File: src/rtl/wcs_pkg.sv
package wcs_pkg;
  typedef enum logic [1:0] {
    CMD_NOP   = 2'd0,
    CMD_WRITE = 2'd1,
    CMD_READ  = 2'd2,
    CMD_PRE   = 2'd3
  } cmd_e;

  // pairs of data per burst (two-word prefetch)
  function automatic int pairs_of(input int bl);
    return bl / 2;
  endfunction

  // WRITE -> READ bus distance, same bank
  function automatic int wtr_span(input int bl, input int twtr);
    return pairs_of(bl) + twtr;
  endfunction

  // WRITE -> PRECHARGE bus distance, same bank
  function automatic int wrec_span(input int bl, input int twr);
    return pairs_of(bl) + twr;
  endfunction

  // auto-precharge WRITE -> any command, same bank
  function automatic int ap_span(input int bl, input int twr, input int trp);
    return pairs_of(bl) + twr + trp;
  endfunction
endpackage

File: src/rtl/wcs_bank_timer.sv
module wcs_bank_timer #(
  parameter int CW    = 4,
  parameter int RD_LD = 3,
  parameter int PR_LD = 4,
  parameter int RP_LD = 2,
  parameter int AP_LD = 7
) (
  input  logic clk,
  input  logic rst_n,
  input  logic wr_go,
  input  logic ap_go,
  input  logic pre_go,
  output logic rd_ok,
  output logic pre_ok,
  output logic idle_ok
);
  localparam logic [CW-1:0] RD_V = CW'(RD_LD);
  localparam logic [CW-1:0] PR_V = CW'(PR_LD);
  localparam logic [CW-1:0] RP_V = CW'(RP_LD);
  localparam logic [CW-1:0] AP_V = CW'(AP_LD);

  logic [CW-1:0] rd_cnt, pr_cnt, rp_cnt;

  always_ff @(posedge clk) begin
    if (!rst_n) begin
      rd_cnt <= '0;
      pr_cnt <= '0;
      rp_cnt <= '0;
    end else begin
      if (wr_go)               rd_cnt <= RD_V;
      else if (rd_cnt != '0)   rd_cnt <= rd_cnt - 1'b1;
      if (wr_go)               pr_cnt <= PR_V;
      else if (pr_cnt != '0)   pr_cnt <= pr_cnt - 1'b1;
      if (pre_go)              rp_cnt <= RP_V;
      else if (ap_go)          rp_cnt <= AP_V;
      else if (rp_cnt != '0)   rp_cnt <= rp_cnt - 1'b1;
    end
  end

  assign rd_ok   = (rd_cnt == '0);
  assign pre_ok  = (pr_cnt == '0);
  assign idle_ok = (rp_cnt == '0);
endmodule

File: src/rtl/wcs_burst_trk.sv
module wcs_burst_trk #(
  parameter int PAIRS = 2,
  parameter int GW    = 2
) (
  input  logic          clk,
  input  logic          rst_n,
  input  logic          wr_go,
  output logic          trunc,
  output logic [GW-1:0] trunc_pairs
);
  localparam logic [GW-1:0] SAT = GW'(PAIRS);

  // cycles since the last WRITE, saturating at PAIRS (no burst in flight)
  logic [GW-1:0] gap;

  always_ff @(posedge clk) begin
    if (!rst_n)         gap <= SAT;
    else if (wr_go)     gap <= GW'(1);
    else if (gap < SAT) gap <= gap + 1'b1;
  end

  assign trunc       = wr_go && (gap < SAT);
  assign trunc_pairs = gap;
endmodule

File: src/rtl/wr_cmd_sched.sv
module wr_cmd_sched #(
  parameter int NUM_BANKS = 4,
  parameter int COL_W     = 10,
  parameter int BURST_LEN = 4,
  parameter int T_WTR     = 2,
  parameter int T_WR      = 3,
  parameter int T_RP      = 3,
  localparam int BW = $clog2(NUM_BANKS),
  localparam int GW = $clog2(BURST_LEN / 2 + 1)
) (
  input  logic             clk,
  input  logic             rst_n,
  input  logic             req_valid,
  output logic             req_ready,
  input  logic [1:0]       req_cmd,
  input  logic [BW-1:0]    req_bank,
  input  logic [COL_W-1:0] req_col,
  input  logic             req_ap,
  output logic             err_bank_busy,
  output logic [1:0]       cmd_out,
  output logic [BW-1:0]    cmd_bank,
  output logic [COL_W-1:0] cmd_col,
  output logic             cmd_ap,
  output logic [GW-1:0]    cmd_pairs,
  output logic             cmd_trunc,
  output logic [GW-1:0]    trunc_pairs
);
  import wcs_pkg::*;

  localparam int PAIRS   = pairs_of(BURST_LEN);
  localparam int RD_SPAN = wtr_span(BURST_LEN, T_WTR);
  localparam int PR_SPAN = wrec_span(BURST_LEN, T_WR);
  localparam int AP_SPAN = ap_span(BURST_LEN, T_WR, T_RP);
  localparam int CW      = $clog2(AP_SPAN + 1);

  // named internal events
  logic                 fire, fire_wr, fire_pre;
  logic [NUM_BANKS-1:0] rd_ok, pre_ok, idle_ok;
  logic                 trunc_w;
  logic [GW-1:0]        trunc_pairs_w;

  assign fire     = req_valid && req_ready;
  assign fire_wr  = fire && (req_cmd == CMD_WRITE);
  assign fire_pre = fire && (req_cmd == CMD_PRE);

  for (genvar b = 0; b < NUM_BANKS; b++) begin : g_bank
    logic hit;
    assign hit = (req_bank == BW'(b));
    wcs_bank_timer #(
      .CW   (CW),
      .RD_LD(RD_SPAN - 1),
      .PR_LD(PR_SPAN - 1),
      .RP_LD(T_RP - 1),
      .AP_LD(AP_SPAN - 1)
    ) u_timer (
      .clk    (clk),
      .rst_n  (rst_n),
      .wr_go  (fire_wr && hit),
      .ap_go  (fire_wr && hit && req_ap),
      .pre_go (fire_pre && hit),
      .rd_ok  (rd_ok[b]),
      .pre_ok (pre_ok[b]),
      .idle_ok(idle_ok[b])
    );
  end

  wcs_burst_trk #(.PAIRS(PAIRS), .GW(GW)) u_trk (
    .clk        (clk),
    .rst_n      (rst_n),
    .wr_go      (fire_wr),
    .trunc      (trunc_w),
    .trunc_pairs(trunc_pairs_w)
  );

  always_comb begin
    unique case (req_cmd)
      CMD_WRITE: req_ready = idle_ok[req_bank];
      CMD_READ:  req_ready = idle_ok[req_bank] && rd_ok[req_bank];
      CMD_PRE:   req_ready = idle_ok[req_bank] && pre_ok[req_bank];
      default:   req_ready = 1'b1;
    endcase
  end

  assign err_bank_busy = req_valid && (req_cmd != CMD_NOP) && !idle_ok[req_bank];

  always_ff @(posedge clk) begin
    if (!rst_n || !fire) begin
      cmd_out     <= CMD_NOP;
      cmd_bank    <= '0;
      cmd_col     <= '0;
      cmd_ap      <= 1'b0;
      cmd_pairs   <= '0;
      cmd_trunc   <= 1'b0;
      trunc_pairs <= '0;
    end else begin
      cmd_out     <= req_cmd;
      cmd_bank    <= req_bank;
      cmd_col     <= req_col;
      cmd_ap      <= fire_wr && req_ap;
      cmd_pairs   <= fire_wr ? GW'(PAIRS) : '0;
      cmd_trunc   <= trunc_w;
      trunc_pairs <= trunc_w ? trunc_pairs_w : '0;
    end
  end
endmodule

File: config.mk
export PLATFORM = sky130hd
export DESIGN_NAME = wr_cmd_sched
export DESIGN_NICKNAME = d
export VERILOG_FILES = /design/src/rtl/wcs_pkg.sv /design/src/rtl/wcs_bank_timer.sv /design/src/rtl/wcs_burst_trk.sv /design/src/rtl/wr_cmd_sched.sv
export SDC_FILE = /design/constraint.sdc
export NUM_CORES = 1
export LEC_CHECK = 0
export ABC_AREA = 1
export BUFFER_PORTS_ARGS = -buffer_cell sky130_fd_sc_hd__buf_2
export CORE_MARGIN = 3
export CORE_UTILIZATION = 45
export DETAILED_ROUTE_END_ITERATION = 8
export PLACE_DENSITY = 0.7
export RECOVER_POWER = 100
export SLEW_MARGIN = 20
export SYNTH_ARGS = -nofsm -noshare
export SYNTH_HDL_FRONTEND = slang
export SYNTH_SLANG_ARGS = --single-unit
File: constraint.sdc
create_clock -name clk -period 1.5 [get_ports clk]
set_clock_uncertainty 0.05 [all_clocks]
set_input_delay 0.15 -clock clk [delete_from_list [all_inputs] [get_ports clk]]
set_output_delay 0.15 -clock clk [all_outputs]
set_load 0.05 [all_outputs]
After elaboration in Yosys (flattened, before gate mapping) --
Index checks and enable logic that the tools add are counted.
Word-level totals: word-level logic and storage cells 178, input bits 18, bits in writable memories 0, memories kept 0, latch bits 0, register bits after elaboration 70, output and inout port bits 22, bits in read-only memories 0
Cells by class: div/mod/pow operators 0, equality and inequality tests 6, magnitude comparators 2, multiplexer cells 38, add/subtract/negate cells 13, shifts and indexed selects 0, reduce and logical (&&, ||, !) cells 81, multipliers 0, bitwise operators 2
Operators by type and width (number):
- logical NOT 4 bit | 12
- two-way mux 3 bit | 16
- nonzero test 4 bit | 12
- subtractor 4 x 1 -> 4 bit, second input constant | 12
- two-way mux 2 bit | 15
- nonzero test 2 bit | 14
- logical AND 1 bit | 21
- OR reduction 2 bit | 9
- nonzero test 3 bit | 4
- OR reduction 3 bit | 4
- equality test 2 bit, second input constant | 4
- binary-select mux 1 bit (select 2 bit) | 3
- equality test 2 x 1 -> 1 bit, second input constant | 2
- logical NOT 1 bit | 3
- < comparator 2 x 3 -> 1 bit, second input constant | 1
- two-way mux 1 bit | 3
- one-hot mux 1 bit (3 select lines) | 1
- adder 2 x 1 -> 2 bit, second input constant | 1
- logical NOT 2 bit | 1
- < comparator 2 bit, second input constant | 1
- NOT 1 bit | 2
- logical OR 1 bit | 1

Logic depth before layout (Yosys ltp) --
word-level depth 11, gate-level depth with buffers 14, depth with buffers taken out 14

Hierarchy --
A second synthesis with hierarchy kept.
Second synthesis, totals: cells, all modules 494, area, all modules 3495.9 um^2
Modules (own cells, without submodules):
- wcs_bank_timer | sequential area each 240.2 um^2, area each 644.4 um^2, cells an instance 91, times used 4
- wr_cmd_sched | sequential area each 380.4 um^2, area each 839.6 um^2, cells an instance 121, times used 1
- wcs_burst_trk | sequential area each 40.0 um^2, area each 78.8 um^2, cells an instance 9, times used 1

Worst setup path before layout --
No wires, ideal clock.
kind reg2reg, start register g_bank[2].u_timer.rp_cnt[0], end register cmd_ap, arrival time 1736 ps, required time 1389 ps, buffers on the path 1, stages on the path, launching flop included 12, clock period less this slack 1847 ps, setup time 61 ps, path slack -347 ps, cells stage by stage dfxtp_1 inv_1 ha_1 nand3_1 nand2_1 nand2_1 o21ai_1 nand2_2 nor2_8 nand3_4 buf_8 nor2_4
Between the ends: cells in the longest elaborated chain, start to end 8, elaborated cells on any way between the ends 11, those cells by class mux: 3; reduce/logical: 8
RTL lines:
- start: declaration | line wcs_bank_timer.sv:22 | logic [CW-1:0] rd_cnt, pr_cnt, rp_cnt;
- start signal: assignment | line wcs_bank_timer.sv:36 | else if (rp_cnt != '0) rp_cnt <= rp_cnt - 1'b1;
- logical NOT 4 bit (*) | line wcs_bank_timer.sv:42 | assign idle_ok = (rp_cnt == '0);
- binary-select mux 1 bit (select 2 bit) (*) | line wr_cmd_sched.sv:77, wr_cmd_sched.sv:78, wr_cmd_sched.sv:79
- two-way mux 1 bit (not written as such) (*) | line wr_cmd_sched.sv:77, wr_cmd_sched.sv:78, wr_cmd_sched.sv:79
- logical AND 1 bit (on tied branches) | line wr_cmd_sched.sv:79, wr_cmd_sched.sv:78
- one-hot mux 1 bit (3 select lines) (*) | line wr_cmd_sched.sv:76 | unique case (req_cmd)
- via req_ready | line wr_cmd_sched.sv:14 | output logic req_ready,
- logical AND 1 bit (*) | line wr_cmd_sched.sv:42 | assign fire = req_valid && req_ready;
- logical AND 1 bit or logical NOT 1 bit (tied branches) | line wr_cmd_sched.sv:43, wr_cmd_sched.sv:87
- logical AND 1 bit or logical OR 1 bit (tied branches) | line wr_cmd_sched.sv:99, wr_cmd_sched.sv:87
- end signal: assignment | line wr_cmd_sched.sv:99 | cmd_ap <= fire_wr && req_ap;
- end: declaration | line wr_cmd_sched.sv:23 | output logic cmd_ap,
The timed path passes the listed nets; every way through them passes the cells marked *. The select of a mux whose other input is x is not followed. A chain may end at the register's enable or synchronous reset.

Worst setup path after layout --
start register g_bank[3].u_timer.rd_cnt[1], end output port req_ready
Between the ends: cells in the longest elaborated chain, start to end 5
RTL lines:
- start: declaration | line wcs_bank_timer.sv:22
- start signal: assignment | line wcs_bank_timer.sv:31 | else if (rd_cnt != '0) rd_cnt <= rd_cnt - 1'b1;
- logical NOT 4 bit | line wcs_bank_timer.sv:40 | assign rd_ok = (rd_cnt == '0);
- binary-select mux 1 bit (select 2 bit) | line wr_cmd_sched.sv:78 | CMD_READ: req_ready = idle_ok[req_bank] && rd_ok[req_bank];
- two-way mux 1 bit (not written as such) | line wr_cmd_sched.sv:78
- logical AND 1 bit | line wr_cmd_sched.sv:78
- one-hot mux 1 bit (3 select lines) | line wr_cmd_sched.sv:76
- end: declaration | line wr_cmd_sched.sv:14
Every way passes these cells. The select of a mux whose other input is x is not followed.

==> out/metrics.yaml <==
hold_path:
  hp-class: "in -> reg"
  hold_depth: 3
  holdPathEnd: "cmd_out[0]"
  hp-start: "req_cmd[0]"
placement:
  dpl_cell_area_mm2: 0.00436
  gp_congestion: 0.813
  hpwl_um: 5520
  port_buffers: 38
  placed_cells: 609
  dpl_worst_slack_ns: -0.227
setup_path:
  path_class: "reg -> out"
  slowest_delay_ns: 0.32
  path_buf_inv: 3
  critPathTopFamily: "simple AND/OR/NAND/NOR gates"
  r2r_slack_ns: -0.39
  r2r-start: "g_bank[3].u_timer.rd_cnt[1]"
  rr_worst_depth: 12
  worstSetupStartpoint: "g_bank[3].u_timer.rd_cnt[1]"
  r2r_end: "g_bank[0].u_timer.rp_cnt[0]"
  cp_slowest_cell: "dfxtp_2"
  critPathCaptureType: "output port"
  worstPathCellList: "inv_1 > ha_2 > nand2_2 > inv_2 > o21ai_2 > nor2_2 > nor2_4 > nor2_8 > buf_8"
  critPathArrivalTime_ns: 1.70
  cp_max_fo: 2
  cp.required_ns: 1.30
  start_kind: "flop"
timing:
  post-route-period-util_pct: 127
  grt_setup_unrepaired: "yes"
  worst_pin_slew_ns: 0.649
  whs_ns: 0.0813
  drv_slew: 0
  timing.final.ws_setup_ns: -0.401
  relSlewSlack_pct: 56.9
  period_needed_ns: 1.90
  finalSetupViolations: 70
  hold_viol_final: 0
  max_freq_ghz: 0.526
logic_synthesis:
  yosysWarnings: 0
  synth_edf_count: 0
  syn_inst: 398
  ys_types: 36
  ys.flop_type: "dfxtp_1"
  async_flop_share_pct: 0
  synth_area_per_cell_um2: 8.27
  ys_seq_area_share_pct: 42.0
  synthesis.area_mm2: 0.00329
  ys_ff_latch: 69
die:
  die_w_um: 91.5
  die_h_um: 91.5
  die-area_mm2: 0.00838
  start_util_pct: 47.4
  rows: 30
  core_mm2: 0.00694
  pin_count: 40
routing:
  dr.pass1.iters: 4
  drt_iter0_drc: 96
  remaining_drc_errors: 0
  antenna_left: 0
  post_drt_wl_per_cell_um: 14.2
  drt-total-wl_um: 9290
  drt-vias-per-instance: 4.88
  vias: 3180
power_and_ir_drop:
  total_leakage_power_nw: 2.34
  power.internal_mw: 6.75
  vdd_drop_max_uv: 1320
  power_density_mw_per_mm2: 2170
  p_seq_share_pct: 25.0
  p_comb_share_pct: 62.9
  p_sw_share_pct: 41.4
  p_total_mw: 11.5
  power_switching_mw: 4.76
  clkPwrFrac_pct: 12.1
run_status:
  status: "finished with violations"
  failed_checks: "negative setup slack"
layout:
  layout-drive-gt1-share_pct: 52.5
  nNetsFinal: 589
  areaGrowthSynthToFinish_pct: 61.0
  mostFrequentLayoutCells: "buf_4 (84), dfxtp_1 (54), inv_1 (39)"
  final_common_cell: "buf_4"
  stdcell_count: 652
  fill_cells: 433
  diodes: 0
  fin_area_mm2: 0.00530
clocking:
  cts_buffer_depth: 2
  cts_tree: "built"
  root_buffer: "clkbuf_8"
  path_clk_slew_ns: 0.07
  htree_levels: 3
  clock_latency_ns: 0.35
  cts_buffers: 9
  cts_sinks: 69
grt:
  grt_pass1_wl_um: 14100
  grt_pass1_vias: 3264
  grtUsageTotal_pct: 20.7
  antenna_found_initial: 0
  grt_max_degree: 16
  gr-total-overflow: 0
flow_run:
  drv_cap: 0
==> synth_stat cells (all sizes together), types with 3 or more instances <==
library cell / number / share of area, %
nand4: 6 / 1.3
a21oi: 22 / 3.3
nor4: 3 / 0.95
xor2: 16 / 4.3
ha: 20 / 7.6
dfxtp: 69 / 42
nor2: 50 / 9.3
xnor2: 8 / 2.1
nand2: 69 / 8.9
nor3: 16 / 2.4
inv: 63 / 7.2
a211oi: 4 / 1.4
buf: 5 / 1.1
a31oi: 5 / 0.95
o21ai: 15 / 2.3
nand3: 18 / 3.1
or2: 3 / 0.57
==> worst max-delay path by stage <==
stage / endpoint / slack [ns] / depth (start not counted)
after CTS: req_ready / -0.29 / 9
final: req_ready / -0.40 / 9
after detailed placement: g_bank[2].u_timer.rp_cnt[1] / -0.23 / 12
after global routing: req_ready / -0.45 / 9
after floorplan: cmd_ap / -0.22 / 11
after global placement: g_bank[2].u_timer.rp_cnt[0] / -0.17 / 11
==> worst register-to-register path: stages, from the launching register on <==
cell and delay [ns]:
dfxtp_2 0.32, inv_1 0.08, ha_2 0.17, nand2_2 0.05, inv_2 0.06, o21ai_2 0.06, nor2_2 0.21, nor2_4 0.10
nor2_8 0.14, buf_6 0.14, nand4_1 0.17, nand2_2 0.17, a21oi_1 0.05
==> layer usage <==
layer  up-vias  share of wire, %  global-route usage (%)  wire [µm]
met2        89                52                    37.4       4860
met4         0               3.6                    10.7        339
met5         -                 0                       0          0
met3        30               4.2                    3.81        393
met1      1497                40                    22.7       3690
li1       1564                 -                       -          -
==> repair_timing <==
item | CTS | global route
hold endpoints to repair | 10 | 0
pin swaps | 21 | 10
setup endpoints to repair | 68 | 70
buffers inserted | 10 | 5
hold buffers | 10 | 0
gates cloned | 1 | 1
resized for setup | 92 | 45
==> logic make-up (layout without fill, tap and decap cells) <==
family	Yosys count	in the layout	synth area share (%)
and+or+nand+nor	168	168	27.4
buffers and inverters	70	227	8.55
DFF	69	69	42.0
AOI/OAI and AO/OA	46	46	7.95
xor gates and xnor gates	24	24	6.39
adders and majority gates	20	20	7.60
other	1	2	0.114
==> registers in the layout (all words and copies together) (netlist names), 2 cells and up <==
name / flops
cmd_bank: 2
cmd_col: 10
cmd_out: 2
g_bank.u_timer.pr_cnt: 16
g_bank.u_timer.rd_cnt: 16
g_bank.u_timer.rp_cnt: 16
trunc_pairs: 2
u_trk.trunc_pairs: 2
==> metrics by stage <==
step | utilization (%) | setup TNS [ns]
floorplan | - | -6.59
global placement | 62.7 | -7.85
detailed placement | 62.7 | -10.37
CTS | 73.2 | -11.60
global route | 76.3 | -21.37
finish | 76.3 | -16.59
==> power by group through the flow <==
stage	combinational, mW	clock (mW)	sequential [mW]
4_1_cts	6.64	1.40	2.84
2_1_floorplan	3.54	0	2.94
5_1_grt	7.97	1.47	2.94
3_3_place_gp	5.64	0	2.81
6_report	7.24	1.39	2.87
3_5_place_dp	5.82	0	2.83
==> cell type report <==
class                   instances  area (µm²)  area share, %
inverters                      64         256           4.84
clock buffers                  12         155           2.93
repair inverters                1        7.51          0.142
multi-input cells             260        2210           41.7
clock inverters                 4        22.5          0.425
repair buffers                146        1120           21.2
well taps                      96         120           2.27
flip-flops and latches         69        1400           26.4
Note: power is estimated with default switching activity, not from simulation.
